--- src/rtl/ddrModeDecPkg.sv ---
package ddrModeDecPkg;

  typedef enum logic [1:0] {
    CMD_NONE  = 2'd0,
    CMD_NOP   = 2'd1,
    CMD_REGWR = 2'd2,
    CMD_OTHER = 2'd3
  } cmdKind_t;

  typedef struct packed {
    logic loadMode;
    logic loadExt;
    logic flagIllegal;
  } regStrobe_t;

  typedef struct packed {
    logic [2:0] blCode;
    logic       interleave;
    logic [2:0] latency;
    logic       dllReset;
    logic       dllOn;
    logic [1:0] drvCode;
  } modeFields_t;

  localparam logic [2:0] BL_CODE_MIN = 3'd1;
  localparam logic [2:0] BL_CODE_MAX = 3'd3;

endpackage

--- src/rtl/ddrModeCtrl.sv ---
module ddrModeCtrl
  import ddrModeDecPkg::*;
#(
  parameter int ADDR_W     = 12,
  parameter int BANK_W     = 2,
  parameter int NUM_BANKS  = 4,
  parameter int MRD_CYCLES = 2
) (
  input  logic                 clk,
  input  logic                 rstN,
  input  logic                 cke,
  input  logic                 csN,
  input  logic                 rasN,
  input  logic                 casN,
  input  logic                 weN,
  input  logic [BANK_W-1:0]    bankAddr,
  input  logic [ADDR_W-1:0]    addr,
  input  logic [NUM_BANKS-1:0] bankIdle,
  output regStrobe_t           strobe
);

  localparam int CNT_W = $clog2(MRD_CYCLES + 1);
  localparam logic [CNT_W-1:0] CNT_LOAD = CNT_W'(MRD_CYCLES - 1);
  // bits allowed to be set in each register write; every other bit must be zero
  localparam logic [ADDR_W-1:0] MODE_FREE = ADDR_W'(12'h17F);
  localparam logic [ADDR_W-1:0] EXT_FREE  = ADDR_W'(12'h043);

  cmdKind_t         kind;
  logic [CNT_W-1:0] busyCnt;
  logic             busy;
  logic             allIdle;
  logic             upperBankSet;
  logic             modeBad;
  logic             extBad;
  logic             blCodeOk;

  always_comb begin
    if (!cke || csN)                 kind = CMD_NONE;
    else if (rasN && casN && weN)    kind = CMD_NOP;
    else if (!rasN && !casN && !weN) kind = CMD_REGWR;
    else                             kind = CMD_OTHER;
  end

  assign busy         = (busyCnt != '0);
  assign allIdle      = &bankIdle;
  assign upperBankSet = |bankAddr[BANK_W-1:1];
  assign blCodeOk     = (addr[2:0] >= BL_CODE_MIN) && (addr[2:0] <= BL_CODE_MAX);
  assign modeBad      = upperBankSet || (|(addr & ~MODE_FREE)) || !blCodeOk;
  assign extBad       = upperBankSet || (|(addr & ~EXT_FREE)) ||
                        ({addr[6], addr[1]} != 2'b01);

  always_comb begin
    strobe = '0;
    if ((kind == CMD_REGWR || kind == CMD_OTHER) && busy) begin
      strobe.flagIllegal = 1'b1;
    end else if (kind == CMD_REGWR) begin
      if (!allIdle)          strobe.flagIllegal = 1'b1;
      else if (bankAddr[0]) begin
        if (extBad)          strobe.flagIllegal = 1'b1;
        else                 strobe.loadExt     = 1'b1;
      end else begin
        if (modeBad)         strobe.flagIllegal = 1'b1;
        else                 strobe.loadMode    = 1'b1;
      end
    end
  end

  always_ff @(posedge clk or negedge rstN) begin
    if (!rstN)                                  busyCnt <= '0;
    else if (strobe.loadMode || strobe.loadExt) busyCnt <= CNT_LOAD;
    else if (busy)                              busyCnt <= busyCnt - 1'b1;
  end

  // no register load directly after an accepted one
  a_r9_busy_gap: assert property (@(posedge clk) disable iff (!rstN)
    (strobe.loadMode || strobe.loadExt) |=> !(strobe.loadMode || strobe.loadExt));

  // an open bank blocks every register load
  a_r8_banks_open: assert property (@(posedge clk) disable iff (!rstN)
    !(&bankIdle) |-> !(strobe.loadMode || strobe.loadExt));

  // a deselected cycle produces no strobe
  a_r2_deselect_quiet: assert property (@(posedge clk) disable iff (!rstN)
    (csN || !cke) |-> (strobe == '0));

  // at most one outcome per command
  a_r10_one_outcome: assert property (@(posedge clk) disable iff (!rstN)
    $onehot0({strobe.loadMode, strobe.loadExt, strobe.flagIllegal}));

endmodule

--- src/rtl/ddrModeRegs.sv ---
module ddrModeRegs
  import ddrModeDecPkg::*;
(
  input  logic        clk,
  input  logic        rstN,
  input  regStrobe_t  strobe,
  input  logic [8:0]  fieldIn,
  output logic [3:0]  burstLen,
  output logic        interleave,
  output logic [2:0]  readLatency,
  output logic        dllReset,
  output logic        dllOn,
  output logic [1:0]  drvCode,
  output logic        illegalCmd
);

  modeFields_t fields;

  always_ff @(posedge clk or negedge rstN) begin
    if (!rstN) begin
      fields         <= '0;
      fields.blCode  <= BL_CODE_MIN;
      illegalCmd     <= 1'b0;
    end else begin
      illegalCmd <= strobe.flagIllegal;
      if (strobe.loadMode) begin
        fields.blCode     <= fieldIn[2:0];
        fields.interleave <= fieldIn[3];
        fields.latency    <= fieldIn[6:4];
        fields.dllReset   <= fieldIn[8];
      end
      if (strobe.loadExt) begin
        fields.dllOn   <= !fieldIn[0];
        fields.drvCode <= {fieldIn[6], fieldIn[1]};
      end
    end
  end

  assign burstLen    = 4'd1 << fields.blCode;
  assign interleave  = fields.interleave;
  assign readLatency = fields.latency;
  assign dllReset    = fields.dllReset;
  assign dllOn       = fields.dllOn;
  assign drvCode     = fields.drvCode;

  // only lengths 2, 4 and 8 are ever presented
  a_r6_bl_legal: assert property (@(posedge clk) disable iff (!rstN)
    (burstLen == 4'd2) || (burstLen == 4'd4) || (burstLen == 4'd8));

  // a refusal pulses the flag and keeps every setting
  a_r10_refuse_holds: assert property (@(posedge clk) disable iff (!rstN)
    strobe.flagIllegal |=> (illegalCmd && $stable(fields)));

endmodule

--- src/rtl/ddrModeDec.sv ---
module ddrModeDec
  import ddrModeDecPkg::*;
#(
  parameter int ADDR_W     = 12,
  parameter int BANK_W     = 2,
  parameter int NUM_BANKS  = 4,
  parameter int MRD_CYCLES = 2
) (
  input  logic                 clk,
  input  logic                 rstN,
  input  logic                 cke,
  input  logic                 csN,
  input  logic                 rasN,
  input  logic                 casN,
  input  logic                 weN,
  input  logic [BANK_W-1:0]    bankAddr,
  input  logic [ADDR_W-1:0]    addr,
  input  logic [NUM_BANKS-1:0] bankIdle,
  output logic [3:0]           burstLen,
  output logic                 interleave,
  output logic [2:0]           readLatency,
  output logic                 dllReset,
  output logic                 dllOn,
  output logic [1:0]           drvCode,
  output logic                 illegalCmd
);

  regStrobe_t strobe;

  ddrModeCtrl #(
    .ADDR_W(ADDR_W), .BANK_W(BANK_W), .NUM_BANKS(NUM_BANKS), .MRD_CYCLES(MRD_CYCLES)
  ) ctrl_i (
    .clk(clk), .rstN(rstN), .cke(cke), .csN(csN), .rasN(rasN), .casN(casN),
    .weN(weN), .bankAddr(bankAddr), .addr(addr), .bankIdle(bankIdle),
    .strobe(strobe)
  );

  ddrModeRegs regs_i (
    .clk(clk), .rstN(rstN), .strobe(strobe), .fieldIn(addr[8:0]),
    .burstLen(burstLen), .interleave(interleave), .readLatency(readLatency),
    .dllReset(dllReset), .dllOn(dllOn), .drvCode(drvCode), .illegalCmd(illegalCmd)
  );

  // deselected cycles change nothing and raise no flag
  a_r2_ignored: assert property (@(posedge clk) disable iff (!rstN)
    (csN || !cke) |=> ($stable({burstLen, interleave, readLatency, dllReset, dllOn, drvCode})
                       && !illegalCmd));

endmodule

--- config.mk ---
export PLATFORM = sky130hd
export DESIGN_NAME = ddrModeDec
export DESIGN_NICKNAME = d
export VERILOG_FILES = /design/src/rtl/ddrModeDecPkg.sv /design/src/rtl/ddrModeCtrl.sv /design/src/rtl/ddrModeRegs.sv /design/src/rtl/ddrModeDec.sv
export SDC_FILE = /design/constraint.sdc
export NUM_CORES = 1
export LEC_CHECK = 0
export BUFFER_PORTS_ARGS = -buffer_cell sky130_fd_sc_hd__buf_2
export CAP_MARGIN = 20
export CORE_MARGIN = 4
export CORE_UTILIZATION = 46
export CTS_CLUSTER_DIAMETER = 200
export DETAILED_ROUTE_END_ITERATION = 6
export GPL_TIMING_DRIVEN = 0
export PLACE_DENSITY = 0.82
export SYNTH_ARGS = -nofsm -noshare
export SYNTH_HDL_FRONTEND = slang
export SYNTH_SLANG_ARGS = --single-unit
--- constraint.sdc ---
create_clock -name clk -period 5.9 [get_ports clk]
set_input_delay 1.18 -clock clk [delete_from_list [all_inputs] [get_ports clk]]
set_output_delay 1.18 -clock clk [all_outputs]
set_load 0.02 [all_outputs]
==> out/qor.txt <==
Run status -> complete, no violations
Post-Syn Area per Cell -> 11.88 um^2
Post-Layout Cell Count -> 115
Antenna violations before repair -> 0
Count of hold-fix buffers inserted at cts -> 0
Number of routed nets with antenna violations -> 0
Area share of and/or/nand/nor cells after synthesis -> 0.2250
Setup_tns -> 0 ns
Synth cell count leaders -> dfrtp_1 (13), mux2_2 (7), buf_4 (5)
Post-synth top area share -> 0.4643
Synth Area in Compound Gates -> 0.04643
Total GRT Usage -> 0.1387
Core Area -> 1366 um^2
Final Hold Fails -> 0
Fmax achieved -> 0.3451 GHz
Hold WS -> 0.4718 ns
Max Clock Skew -> 0.01186 ns
Post-CTS sizing -> 0
RSZ-0062 raised after global routing -> false
Initial drt markers -> 4
MaxCap Viol Count -> 0
P per Cell Area -> 232.8 nW/um^2
Post-synthesis register bit count -> 14
H-tree levels -> 1
Initial Utilization -> 0.5128
DRC errors left -> 0
Antenna diodes -> 0
CTS sink cnt -> 14
Die width -> 47.03 um
Root buffer cell -> clkbuf_4
Worst VDD drop -> 0.2588 mV
Synth warn -> 0
Min-delay worst type -> reg2reg
Largest net degree at the start of global routing -> 15
CP Launch Type -> input port
Largest family of logic cells by synthesized area -> simple AND/OR/NAND/NOR gates
Post-synthesis mux area share -> 0.1268
Library cell with the largest summed area after synthesis -> dfrtp_1
IO buf count -> 37
Area delta synth->final -> 32.86%
EDFF count, synth -> 0
Setup crit end kind -> flip-flop
Die H -> 47.03 um
Slew @ Worst Pin -> 0.5800 ns
CTS tree -> built
Placed inst area -> 904.6 um^2
Post-Synthesis Cells -> 59
Detailed Route WL -> 1363 um
Slew Limit Fails -> 0
Post-DP HPWL -> 1145 um
Largest cells by area after synthesis -> dfrtp_1 (46%), mux2_2 (11%), buf_4 (5.4%), dfstp_2 (3.8%), or4_1 (3.2%)
Grt total ovfl -> 0
Final GP Congestion -> 0.6948
Distinct cells, synth -> 27
Seq/Total Area, Yosys -> 0.5018
Synth Area in Adders -> 0.01786
Total power -> 216.7 uW
Design area -> 930.9 um^2
Synthesized area -> 700.7 um^2
Wirelength per Cell -> 11.85 um
CP Max Fanout -> 10
Core Rows -> 13
Post-synthesis xor/xnor area fraction -> 0.01250
I/O pin total -> 38
Clk pin slew, worst setup/hold paths -> 0.07 ns
Synthesized Nets -> 85
First-pass GRT wire length -> 2159 um
Die area -> 2212 um^2
Initial DRT Pass Iterations -> 4
Max-Slew Margin vs Limit -> 0.6104
Clock buffer count from CTS -> 3
Critical Path RT -> 6.05 ns
Routed via count -> 595
Critical path class -> in2reg
Critical path arrival -> 3.05 ns
Crit path time final -> 2.898 ns
Vias in the first global route -> 538
Post-synth ARST share -> 1.000
Layout cell share with drive strength beyond 1 -> 0.5800
Clk_lat worst skew -> 0.27 ns
Vias per inst -> 5.174
Post-CTS setup buffer count -> 0
Period utilisation layout -> 0.4911
Most used DFF post-synth -> dfrtp_1
Final setup fails -> 0
Lkg Pwr -> 0.0005204 uW
Post-Place Cells -> 111
Net count, final -> 127
Cell with the most instances after synthesis -> dfrtp_1
Worst-case clock buffer depth -> 2
## per-layer routing
metal / up-vias / share of wire / track usage
met5: - / 0 / 0
met4: 0 / 0.011 / 0.04972
li1: 293 / - / -
met3: 2 / 0.098 / 0.04598
met1: 274 / 0.41 / 0.1651
met2: 26 / 0.48 / 0.2331
## path summary, 6_finish.rpt
| path | depth (start not counted) | start | to | slack (ns) |
|---|---|---|---|---|
| setup / recovery | 5 | addr[11] | regs_i.fields[9] | 3.00 |
| hold / removal | 1 | regs_i.drvCode[0] | regs_i.drvCode[0] | 0.47 |
| setup reg to reg | 6 | ctrl_i.busyCnt[0] | regs_i.fields[9] | 3.79 |
| hold reg to reg | 1 | regs_i.drvCode[0] | regs_i.drvCode[0] | 0.47 |
| max in group asynchronous | 1 | rstN | regs_i.fields[8] | 4.82 |
| min in group asynchronous | 1 | rstN | regs_i.fields[10] | 0.78 |
## worst max-delay path: stages
cell,delay [ns]
buf_2,0.09
or4_1,0.50
or4_4,0.46
nor3_4,0.43
mux2_2,0.38
## placed cells by master, fill, tap and decap left out, types with 3 or more instances in the layout
master,count
or4_1,3
dfrtp_1,13
buf_4,5
buf_2,37
clkbuf_4,3
inv_1,3
nor3_1,3
mux2_2,7
## layout make-up
class / count / area (um^2)
fillers: 115 / 435.4
flip-flops and latches: 14 / 351.6
multi-input cells: 37 / 300.3
repair buffers: 37 / 185.2
plain buffers: 5 / 37.54
clock buffers: 4 / 26.28
well taps: 15 / 18.77
inverters: 3 / 11.26
## registers in the layout (all words and copies together) (netlist names)
| signal | flops |
|---|---|
| ctrl_i.busyCnt | 2 |
| regs_i.illegalCmd | 1 |
| regs_i.dllOn | 1 |
| regs_i.readLatency | 3 |
| regs_i.drvCode | 2 |
| regs_i.fields | 3 |
| regs_i.dllReset | 1 |
| regs_i.interleave | 1 |
## power by group
group	internal (uW)	switching, uW
combinational	27.9	25.8
sequential	105	4.58
clock	26.1	27.2
total	159	57.6
## cells by family after synthesis
group / after synthesis
adder cells (fa/ha/maj): 1
flip-flops: 14
buffers and inverters: 8
AO/OA/AOI/OAI: 5
multiplexers: 8
XOR/XNOR: 1
AND/OR/NAND/NOR: 22
## stage by stage
step                      setup WS, ns  utilization
after floorplan                  2.918            -
after global placement           2.711       0.6621
after detailed placement         2.715       0.6621
final                            3.002       0.6813
after CTS                        3.008       0.6813
after global routing             2.951       0.6813
No activity file was read; power rests on OpenSTA's default activity.
